`config.mk`:
```
export PLATFORM = sky130hd
export DESIGN_NAME = tdm_rx
export DESIGN_NICKNAME = d
export VERILOG_FILES = /design/src/rtl/tdm_rx_pkg.sv /design/src/rtl/tdm_rx_timing.sv /design/src/rtl/tdm_rx_lane.sv /design/src/rtl/tdm_rx.sv
export SDC_FILE = /design/constraint.sdc
export NUM_CORES = 1
export LEC_CHECK = 0
export ABC_AREA = 0
export BUFFER_PORTS_ARGS = -buffer_cell sky130_fd_sc_hd__buf_4
export CAP_MARGIN = 10
export CELL_PAD_IN_SITES_DETAIL_PLACEMENT = 2
export CELL_PAD_IN_SITES_GLOBAL_PLACEMENT = 2
export CORE_MARGIN = 4
export CORE_UTILIZATION = 38
export DETAILED_ROUTE_END_ITERATION = 8
export GPL_TIMING_DRIVEN = 0
export PLACE_DENSITY = 0.9
export SYNTH_ARGS = -nofsm -noshare
export SYNTH_HDL_FRONTEND = slang
export SYNTH_HIERARCHICAL = 1
export SYNTH_SLANG_ARGS = --single-unit
```
`constraint.sdc`:
```
create_clock -name clk_i -period 2.6 [get_ports clk_i]
set_input_delay 0.26 -clock clk_i [delete_from_list [all_inputs] [get_ports clk_i]]
set_output_delay 0.26 -clock clk_i [all_outputs]
set_load 0.02 [all_outputs]
```
`src/rtl/tdm_rx_pkg.sv`:
```
package tdm_rx_pkg;
  localparam int unsigned MAX_SHIFT = 2;

  function automatic logic [1:0] rate_shift(input logic [1:0] rate);
    case (rate)
      2'd0:    return 2'd0;
      2'd1:    return 2'd1;
      default: return 2'd2;
    endcase
  endfunction
endpackage

```
`src/rtl/tdm_rx_timing.sv`:
```
module tdm_rx_timing
  import tdm_rx_pkg::*;
#(
  parameter int unsigned BASE_BITS = 1024,
  parameter int unsigned CNT_W     = 12
) (
  input  logic             clk_i,
  input  logic             rst_ni,
  input  logic [1:0]       rate_i,
  input  logic             clk2x_i,
  input  logic             fsync_i,
  output logic             samp_o,
  output logic [CNT_W-1:0] idx_o,
  output logic             err_o
);
  localparam logic [CNT_W-1:0] LAST0 = CNT_W'(BASE_BITS - 1);
  localparam logic [CNT_W-1:0] LAST1 = CNT_W'(2 * BASE_BITS - 1);
  localparam logic [CNT_W-1:0] LAST2 = CNT_W'(4 * BASE_BITS - 1);

  logic             fs_q, aligned_q, ph_q;
  logic [CNT_W-1:0] cnt_q, last_bit;
  logic             rise, nominal;

  always_comb begin
    case (rate_shift(rate_i))
      2'd0:    last_bit = LAST0;
      2'd1:    last_bit = LAST1;
      default: last_bit = LAST2;
    endcase
  end

  assign rise    = fsync_i & ~fs_q;
  // ph_q marks the sampling clock in 2x mode
  assign nominal = aligned_q & (~clk2x_i | ph_q);
  assign samp_o  = rise | nominal;
  assign idx_o   = rise ? '0 : cnt_q;
  assign err_o   = rise & aligned_q & ~(nominal & (cnt_q == '0));

  always_ff @(posedge clk_i or negedge rst_ni) begin
    if (!rst_ni) begin
      fs_q      <= 1'b0;
      aligned_q <= 1'b0;
      ph_q      <= 1'b1;
      cnt_q     <= '0;
    end else begin
      fs_q <= fsync_i;
      if (rise) aligned_q <= 1'b1;
      if (rise)         ph_q <= ~clk2x_i;
      else if (clk2x_i) ph_q <= ~ph_q;
      else              ph_q <= 1'b1;
      if (samp_o) cnt_q <= (idx_o == last_bit) ? '0 : idx_o + 1'b1;
    end
  end
endmodule

```
`src/rtl/tdm_rx_lane.sv`:
```
module tdm_rx_lane (
  input  logic       clk_i,
  input  logic       rst_ni,
  input  logic       active_i,
  input  logic       samp_i,
  input  logic       last_i,
  input  logic       bit_i,
  output logic [7:0] byte_o,
  output logic       valid_o
);
  logic [6:0] sr_q;

  always_ff @(posedge clk_i or negedge rst_ni) begin
    if (!rst_ni) begin
      sr_q    <= '0;
      byte_o  <= '0;
      valid_o <= 1'b0;
    end else if (!active_i) begin
      sr_q    <= '0;
      byte_o  <= '0;
      valid_o <= 1'b0;
    end else begin
      valid_o <= samp_i & last_i;
      if (samp_i) begin
        sr_q <= {sr_q[5:0], bit_i};
        if (last_i) byte_o <= {sr_q, bit_i};
      end
    end
  end
endmodule

```
`src/rtl/tdm_rx.sv`:
```
module tdm_rx
  import tdm_rx_pkg::*;
#(
  parameter  int unsigned LINKS     = 8,
  parameter  int unsigned BASE_BITS = 1024,
  localparam int unsigned CNT_W     = $clog2(BASE_BITS) + MAX_SHIFT,
  localparam int unsigned SLOT_W    = CNT_W - 3
) (
  input  logic                clk_i,
  input  logic                rst_ni,
  input  logic [1:0]          rate_i,
  input  logic                clk2x_i,
  input  logic                fsync_i,
  input  logic [LINKS-1:0]    data_i,
  output logic [LINKS*8-1:0]  byte_o,
  output logic [LINKS-1:0]    valid_o,
  output logic [SLOT_W-1:0]   slot_o,
  output logic                frame_err_o
);
  logic             samp, err, last;
  logic [CNT_W-1:0] idx;
  logic [1:0]       shift;
  logic [LINKS-1:0] act;

  tdm_rx_timing #(.BASE_BITS(BASE_BITS), .CNT_W(CNT_W)) u_timing (
    .clk_i   (clk_i),
    .rst_ni  (rst_ni),
    .rate_i  (rate_i),
    .clk2x_i (clk2x_i),
    .fsync_i (fsync_i),
    .samp_o  (samp),
    .idx_o   (idx),
    .err_o   (err)
  );

  assign shift = rate_shift(rate_i);
  assign last  = (idx[2:0] == 3'd7);

  for (genvar l = 0; l < LINKS; l++) begin : g_lane
    assign act[l] = (32'(l) < (LINKS >> shift));
    tdm_rx_lane u_lane (
      .clk_i    (clk_i),
      .rst_ni   (rst_ni),
      .active_i (act[l]),
      .samp_i   (samp),
      .last_i   (last),
      .bit_i    (data_i[l]),
      .byte_o   (byte_o[8*l +: 8]),
      .valid_o  (valid_o[l])
    );
  end

  always_ff @(posedge clk_i or negedge rst_ni) begin
    if (!rst_ni) begin
      slot_o      <= '0;
      frame_err_o <= 1'b0;
    end else begin
      frame_err_o <= err;
      if (samp && last) slot_o <= idx[CNT_W-1:3];
    end
  end
endmodule

```
==> reports/qor.yml, run 1 <==
status: "completed"
ff2ff_path_depth: 10
area_delta_synth_final_pct: 25.3
row_count: 50
cts_num_sinks: 153
crit_path_end_kind: "flip-flop"
cts_tree: "built"
relSlewSlack_pct: 64.0
gr-total-overflow: 0
place_inst: 962
coreArea_sq_mm: 0.0186
final_nets: 768
drc: 0
clk_latency_ns: 0.42
fin_crit_ns: 2.46
cp-start-kind: "flip-flop"
port_buffers: 95
async_flop_share_pct: 100
grt_pass1_vias: 6016
synth.most_common_cell: "dfrtp_1"
tightest_slew_ns: 0.539
die_x_um: 146
synth_cell_types: 42
yosysSeqAreaShare_pct: 53.3
fin_crit_sh_pct: 94.8
worst-path-buf-inv: 3
gp_congestion: 0.798
yosys-top-cells-area: "dfrtp_1 (53%), mux2i_1 (7.8%), o21ai_2 (7.8%)"
slowest_stage: "or3_1"
holdPathStages: 3
crit_family: "simple AND/OR/NAND/NOR gates"
p_per_area_mw_per_mm2: 658
grtUsageTotal_pct: 19.1
cp_cell_sequence: "nand2b_1 -> clkbuf_2 -> buf_6 -> and2_1 -> ha_2 -> nand4_1 -> buf_4 -> or3_1 -> a21oi_1 -> o22ai_1"
die-area_sq_mm: 0.0212
seq_area_sq_mm: 0.00383
clock.fmax_mhz: 406
p_leak_nw: 4.48
io_pins: 96
drt-pass1-iter-count: 4
synth_commonest_cells: "dfrtp_1 (152), nand2_1 (73), nand4_1 (68), o21ai_2 (64), nor2b_1 (57)"
irDropWorstVdd_mv: 0.447
synth_top_area_cell: "dfrtp_1"
fin_cells: 1000
setup_tns_ns: 0
detail-route-antenna-nets: 0
synthCells: 620
cp_slowest_stage_delay_ns: 0.38
criticalPathCategory: "flip-flop to flip-flop"
finalMaxSlewViolations: 0
routed_wl_um: 19800
critical_path_arrival_ns: 2.76
finalSetupViolations: 0
dp_hpwl_um: 13000
clk_pin_slew_ns: 0.06
ys_ff_latch: 153
power.total_mw: 5.92
cts_buffers: 17
yosys.area.top_type_share_pct: 52.9
cts-root-buf: "clkbuf_16"
cap_violations: 0
grt_max_degree: 100
drive_gt1_share_pct: 36.8
synth_ff_type: "dfrtp_1"
cp_max_fo: 10
die_h_um: 146
synth_area_per_cell_sq_um: 11.6
skew_ns: 0.00839
cp.depth: 10
drt-vias-per-instance: 5.27
diodes: 0
clk_path_buf_depth: 2
htreeDepth: 4
vias: 5274
finalHoldViolations: 0
hold_path_class: "primary input to flip-flop"
drt_iter0_markers: 177
cp.required_ns: 2.89
antenna_found_initial: 0
multiInputGateArea_sq_mm: 0.00290
wl_per_cell_um: 19.8
n_fill_cell: 1892
initial_core_util_pct: 38.5
synth-edff-count: 0
grt_first_pass_wirelength_um: 33200
synth_warnings: 6
netlist_area_sq_mm: 0.00718
-- kinds of logic (layout without fill, tap and decap cells) --
family	Yosys count	after routing	share of synthesized area, %
simple gates	252	252	19.7
compound gates	86	86	9.82
other cells	1	12	0.0522
xor+xnor	5	5	0.610
buf+inv	57	192	7.09
fa+ha+maj	1	1	0.174
flops	153	153	53.3
mux	65	65	9.21
-- repair_timing --
| item | in CTS | in global routing |
|---|---|---|
| buffers inserted | 2 | 1 |
| resized for setup | 3 | 6 |
| hold buffers | 3 | 0 |
| pin swaps | 1 | 0 |
| endpoints found under the hold margin | 55 | 0 |
| endpoints found under the setup margin | 22 | 7 |
-- layout make-up --
class,instances,area share (%)
Sequential cell,153,42.6
Multi-Input combinational cell,421,32.2
Timing Repair Buffer,103,9.02
Buffer,52,5.53
Clock buffer,21,5.34
Tap cell,234,3.25
Clock inverter,11,1.86
Inverter,5,0.222
-- flip-flops by register name, summed over array words and instances (netlist names) --
| register | flops |
|---|---|
| u_timing/fs_q | 1 |
| slot_o | 9 |
| g_lane.u_lane/valid_o | 8 |
| u_timing/aligned_q | 1 |
| u_timing/cnt_q | 12 |
| g_lane.u_lane/byte_o | 64 |
| g_lane.u_lane/sr_q | 56 |
| frame_err_o | 1 |
| u_timing/ph_q | 1 |
-- through the flow --
step | setup slack [ns] | instance area, sq um | hold slack (ns) | utilization [%]
after floorplan | 0.273 | 7230 | -0.0356 | -
after global placement | -0.186 | 8230 | 0.384 | 44.2
after detailed placement | -0.359 | 8280 | 0.271 | 44.4
after CTS | 0.0175 | 8980 | 0.109 | 48.2
after global routing | -0.0118 | 9000 | 0.122 | 48.3
final | 0.136 | 9000 | 0.128 | 48.3
-- placed cells by master, fill, tap and decap left out, types with 9 or more instances in the layout --
cell type	n
clkbuf_16	17
buf_8	9
dfrtp_1	152
nand4_1	68
o21ai_2	64
conb_1	12
and2_4	9
buf_6	26
buf_2	16
buf_4	98
nor2b_1	57
and3_2	9
nand2_1	73
mux2_2	9
mux2i_1	56
-- where the power goes --
group / leakage [nW] / internal, mW / switching (mW)
Sequential: 2.11 / 2.46 / 0.0755
Combinational: 2.07 / 0.278 / 0.414
Clock: 0.303 / 1.71 / 0.992
-- path summary, 6_finish.rpt --
check | start | to | slack, ns
max | u_timing/fs_q | u_timing/cnt_q[10] | 0.14
min | data_i[7] | g_lane[7].u_lane/byte_o[0] | 0.13
max reg2reg | u_timing/fs_q | u_timing/cnt_q[10] | 0.14
min reg2reg | u_timing/aligned_q | u_timing/aligned_q | 0.51
max in group asynchronous | rst_ni | g_lane[3].u_lane/byte_o[2] | 1.35
min in group asynchronous | rst_ni | g_lane[0].u_lane/sr_q[3] | 0.38
-- layer usage --
metal	up-vias	share of wire, %	global-route usage (%)
li1	2437	-	-
met1	2710	43	24.3
met2	102	52	33.5
met3	25	3.1	3.71
met4	0	1.4	5.32
met5	-	0	0
-- worst min-delay path, delay by kind of cell --
kind                   cells  cell delay [ns]
AOI/OAI and AO/OA          1             0.07
buffers and inverters      1             0.09
and+or+nand+nor            1             0.10
No activity file was read; power rests on OpenSTA's default activity.
==> inputs of run 2 (changes only) <==
CORE_ASPECT_RATIO = 1.5   (was default)
==> reports/qor.yml, run 2 (synthesis gave the netlist of run 1 again) <==
finalHoldViolations: 0
status: "completed"
largest_register_ffs: 64
port_buffers: 95
coreArea_sq_mm: 0.0185
clock.fmax_mhz: 406
vias: 5284
rrSetupSlack_ns: 0.14
critical_path_arrival_ns: 2.77
placed_cell_area_sq_mm: 0.00830
tightest_slew_ns: 0.759
grt_pass1_vias: 6119
detail-route-antenna-nets: 0
clk_pin_slew_ns: 0.07
cap_violations: 0
ff2ff_path_depth: 9
grt_first_pass_wirelength_um: 33300
initial_core_util_pct: 38.7
timing.rr.end: "u_timing/cnt_q[9]"
io_pins: 96
multiInputGateArea_sq_mm: 0.00290
rsz0062_at_grt: "false"
wl_met3_um: 690
skew_ns: 0.00960
clk_latency_ns: 0.42
grt_max_degree: 81
cp-start-kind: "flip-flop"
row_count: 61
drc: 0
design_area_sq_mm: 0.00898
drt-pass1-iter-count: 4
grtUsageTotal_pct: 19.7
fin_crit_sh_pct: 94.8
met2_length_um: 11300
area_delta_synth_final_pct: 24.9
dp_hpwl_um: 13600
rr_startpoint: "u_timing/fs_q"
die_h_um: 176
irDropWorstVdd_mv: 0.352
die_x_um: 120
finalMaxSlewViolations: 0
top_register: "g_lane.u_lane/byte_o"
largest_registers: "g_lane.u_lane/byte_o: 64 flops, g_lane.u_lane/sr_q: 56 flops, u_timing/cnt_q: 12 flops"
finalSetupViolations: 0
critPathLaunch: "u_timing/fs_q"
antenna_found_initial: 0
endpoint: "u_timing/cnt_q[9]"
cp_slowest_stage_delay_ns: 0.45
drive_gt1_share_pct: 36.8
cts_num_sinks: 153
met1Wirelength_um: 7790
fin_cells: 1018
cts_tree: "built"
place_inst: 980
slowest_stage: "a2111o_1"
drt-vias-per-instance: 5.19
drt_iter0_markers: 211
die-area_sq_mm: 0.0212
p_per_area_mw_per_mm2: 648
gp_congestion: 0.736
routed_wl_um: 20000
cts_buffers: 17
most-common-layout-cells: "dfrtp_1 (152), buf_4 (99), nand2_1 (73)"
final_nets: 768
cp_cell_sequence: "nand2b_1 -> clkbuf_2 -> buf_4 -> and2_2 -> ha_1 -> nand4_1 -> a2111o_1 -> and2_4 -> a22o_1"
htreeDepth: 4
n_fill_cell: 1873
crit_path_end_kind: "flip-flop"
top_layer: "met4"
cts-root-buf: "clkbuf_16"
worst_hold_slack_ns: 0.126
mostFrequentLayoutCell: "dfrtp_1"
clk_path_buf_depth: 2
p_leak_nw: 4.47
seq_area_sq_mm: 0.00383
relSlewSlack_pct: 49.4
criticalPathCategory: "flip-flop to flip-flop"
wl_per_cell_um: 19.6
cp_max_fo: 10
hold_path_class: "primary input to flip-flop"
diodes: 0
gr-total-overflow: 0
setup_tns_ns: 0
fin_crit_ns: 2.46
cp.required_ns: 2.90
[run 2: power by group]
group / leakage, nW / switching, mW / internal [mW]
combinational: 2.07 / 0.413 / 0.276
sequential: 2.11 / 0.0792 / 2.45
clock: 0.297 / 1.05 / 1.54
total: 4.47 / 1.54 / 4.27
[run 2: layout make-up]
cell class / count / share of cell area (%)
flip-flops and latches: 153 / 42.7
multi-input cells: 421 / 32.3
inverters: 5 / 0.223
well taps: 252 / 3.51
repair buffers: 103 / 9.00
plain buffers: 52 / 5.51
clock inverters: 14 / 1.92
clock buffers: 18 / 4.89
[run 2: per-layer routing]
layer  track usage, %  vias to the layer above
li1                 -                     2441
met1             22.3                     2739
met2             37.1                       81
met3             4.23                       23
met4             5.20                        0
met5                0                        -
[run 2: timing repair]
action | 4_1_cts | 5_1_grt
resized for setup | 3 | 4
buffers inserted | 3 | 0
pin swaps | 1 | 0
hold endpoints to repair | 80 | 0
hold buffers | 3 | 0
endpoints found under the setup margin | 20 | 9
[run 2: worst min path at each step]
stage                                 endpoint  startpoint  cells past startpoint
floorplan                          frame_err_o      rst_ni                      0
global placement                 u_timing/fs_q     fsync_i                      1
detailed placement  g_lane[5].u_lane/byte_o[2]      rst_ni                      1
CTS                   g_lane[7].u_lane/sr_q[0]   data_i[7]                      3
global route        g_lane[0].u_lane/byte_o[0]   data_i[0]                      3
finish              g_lane[0].u_lane/byte_o[0]   data_i[0]                      3
[run 2: through the flow]
stage | setup slack, ns | util, % | power [mW]
final | 0.135 | 48.4 | 5.81
after global routing | 0.0290 | 48.4 | 6.07
after CTS | 0.0764 | 48.4 | 5.88
after detailed placement | -0.323 | 44.7 | 3.24
after global placement | -0.269 | 44.5 | 3.19
after floorplan | 0.273 | - | 2.99
[run 2: worst max-delay path: cells and delay by family (launching register included)]
family	cells	cell delay (ns)
and+or+nand+nor	4	0.70
adders and majority gates	1	0.22
AOI/OAI and AO/OA	2	0.65
DFF	1	0.35
buffers and inverters	2	0.42
==> inputs of run 3 (changes only) <==
REMOVE_ABC_BUFFERS = 1   (was default)
==> reports/qor.yml, run 3 (synthesis gave the netlist of run 1 again) <==
status: "completed"
fin_crit_ns: 2.41
cts-root-buf: "clkbuf_16"
met1Wirelength_um: 7520
antenna_found_initial: 0
crit_path_end_kind: "flip-flop"
fin_cells: 967
finalMaxSlewViolations: 0
htreeDepth: 4
grt_pass1_vias: 5716
wl_per_cell_um: 19.3
cap_violations: 0
detail-route-antenna-nets: 0
finalSetupViolations: 0
cp_cell_sequence: "nand2b_4 -> and2_1 -> ha_1 -> nand4_1 -> a2111o_1 -> and2_4 -> a22o_1"
clock.fmax_mhz: 414
cts_num_sinks: 153
gp_congestion: 0.830
drt-pass1-iter-count: 4
relSlewSlack_pct: 38.8
rsz0062_at_grt: "false"
final_nets: 717
critical_path_arrival_ns: 2.71
drt-vias-per-instance: 5.26
largest_register_ffs: 64
cp_slowest_stage_delay_ns: 0.48
cp-start-kind: "flip-flop"
gr-total-overflow: 0
met2_length_um: 10500
p_leak_nw: 4.19
cp.required_ns: 2.90
die-area_sq_mm: 0.0212
fin_crit_sh_pct: 92.9
initial_core_util_pct: 38.7
grt_max_degree: 102
worst_hold_slack_ns: 0.118
tightest_slew_ns: 0.916
hold_path_class: "primary input to flip-flop"
most-common-layout-cells: "dfrtp_1 (152), buf_4 (94), nand2_1 (73)"
io_pins: 96
power.total_mw: 5.43
clk_path_buf_depth: 2
top_register: "g_lane.u_lane/byte_o"
skew_ns: 0.0110
area_delta_synth_final_pct: 18.5
finalHoldViolations: 0
irDropWorstVdd_mv: 0.352
row_count: 61
mostFrequentLayoutCell: "dfrtp_1"
top_layer: "met4"
drt_iter0_markers: 197
clk_pin_slew_ns: 0.06
criticalPathCategory: "flip-flop to flip-flop"
vias: 5087
grt_first_pass_wirelength_um: 30600
cts_buffers: 17
largest_registers: "g_lane.u_lane/byte_o: 64 flops, g_lane.u_lane/sr_q: 56 flops, u_timing/cnt_q: 12 flops"
clk_latency_ns: 0.42
drive_gt1_share_pct: 31.9
coreArea_sq_mm: 0.0185
diodes: 0
grtUsageTotal_pct: 18.1
port_buffers: 95
routed_wl_um: 18700
p_per_area_mw_per_mm2: 638
wl_met3_um: 396
cts_tree: "built"
place_inst: 930
slowest_stage: "a2111o_1"
dp_hpwl_um: 12000
die_x_um: 120
drc: 0
cp_max_fo: 18
die_h_um: 176
[run 3: cell types whose count changed in the layout (fill, tap and decap cells not counted), sizes merged]
cell	before	now
bufinv	3	0
clkbuf	20	26
clkinv	8	6
inv	6	4
buf	150	100
[run 3: area by class of cell]
cell class | count | area, sq um
Timing Repair Buffer | 103 | 870
Sequential cell | 153 | 3830
Clock inverter | 6 | 38.8
Timing Repair inverter | 1 | 5.00
Clock buffer | 26 | 509
Fill cell | 1892 | 10000
Tap cell | 252 | 315
Multi-Input combinational cell | 421 | 2920
Inverter | 5 | 26.3
[run 3: timing repair]
action,in CTS,in global routing
setup buffers,0,0
hold buffers,3,0
setup endpoints to repair,146,14
pin swaps,0,1
endpoints found under the hold margin,54,0
cloned,1,0
resized for setup,5,2
[run 3: final timing paths]
path / startpoint / to / slack, ns / cells after the start
worst min-delay path: data_i[5] / g_lane[5].u_lane/byte_o[0] / 0.12 / 3
worst max register to register: u_timing/fs_q / u_timing/cnt_q[9] / 0.19 / 7
worst min register to register: slot_o[0] / slot_o[0] / 0.51 / 1
min in group asynchronous: rst_ni / g_lane[0].u_lane/byte_o[5] / 0.36 / 2
worst max-delay path: u_timing/fs_q / u_timing/cnt_q[9] / 0.19 / 7
max in group asynchronous: rst_ni / g_lane[7].u_lane/byte_o[4] / 1.34 / 3
[run 3: layer usage]
| layer | vias to the layer above | track usage, % |
|---|---|---|
| met3 | 19 | 3.08 |
| li1 | 2339 | - |
| met5 | - | 0 |
| met4 | 0 | 5.91 |
| met1 | 2657 | 20.5 |
| met2 | 72 | 34.2 |
[run 3: stage by stage]
step	utilization, %	TNS (ns)	worst slack (ns)	area, sq um
floorplan	-	-358.05	-2.92	6740
global placement	41.9	-585.87	-4.65	7760
detailed placement	42.5	-69.32	-0.900	7880
CTS	45.7	0	0.0235	8480
global route	45.9	0	0.0604	8510
finish	45.9	0	0.185	8510
[run 3: power breakdown]
part / leakage, nW / total (mW) / switching, mW / internal (mW)
logic: 1.81 / 0.599 / 0.386 / 0.213
clock network: 0.266 / 2.30 / 0.959 / 1.35
registers: 2.11 / 2.53 / 0.0735 / 2.46
[run 3: worst max-delay path: cells and delay by family (launching register included)]
family,cells,cell delay [ns]
AO/OA/AOI/OAI,2,0.67
AND/OR/NAND/NOR,4,1.02
adder cells (fa/ha/maj),1,0.24
flip-flops,1,0.37
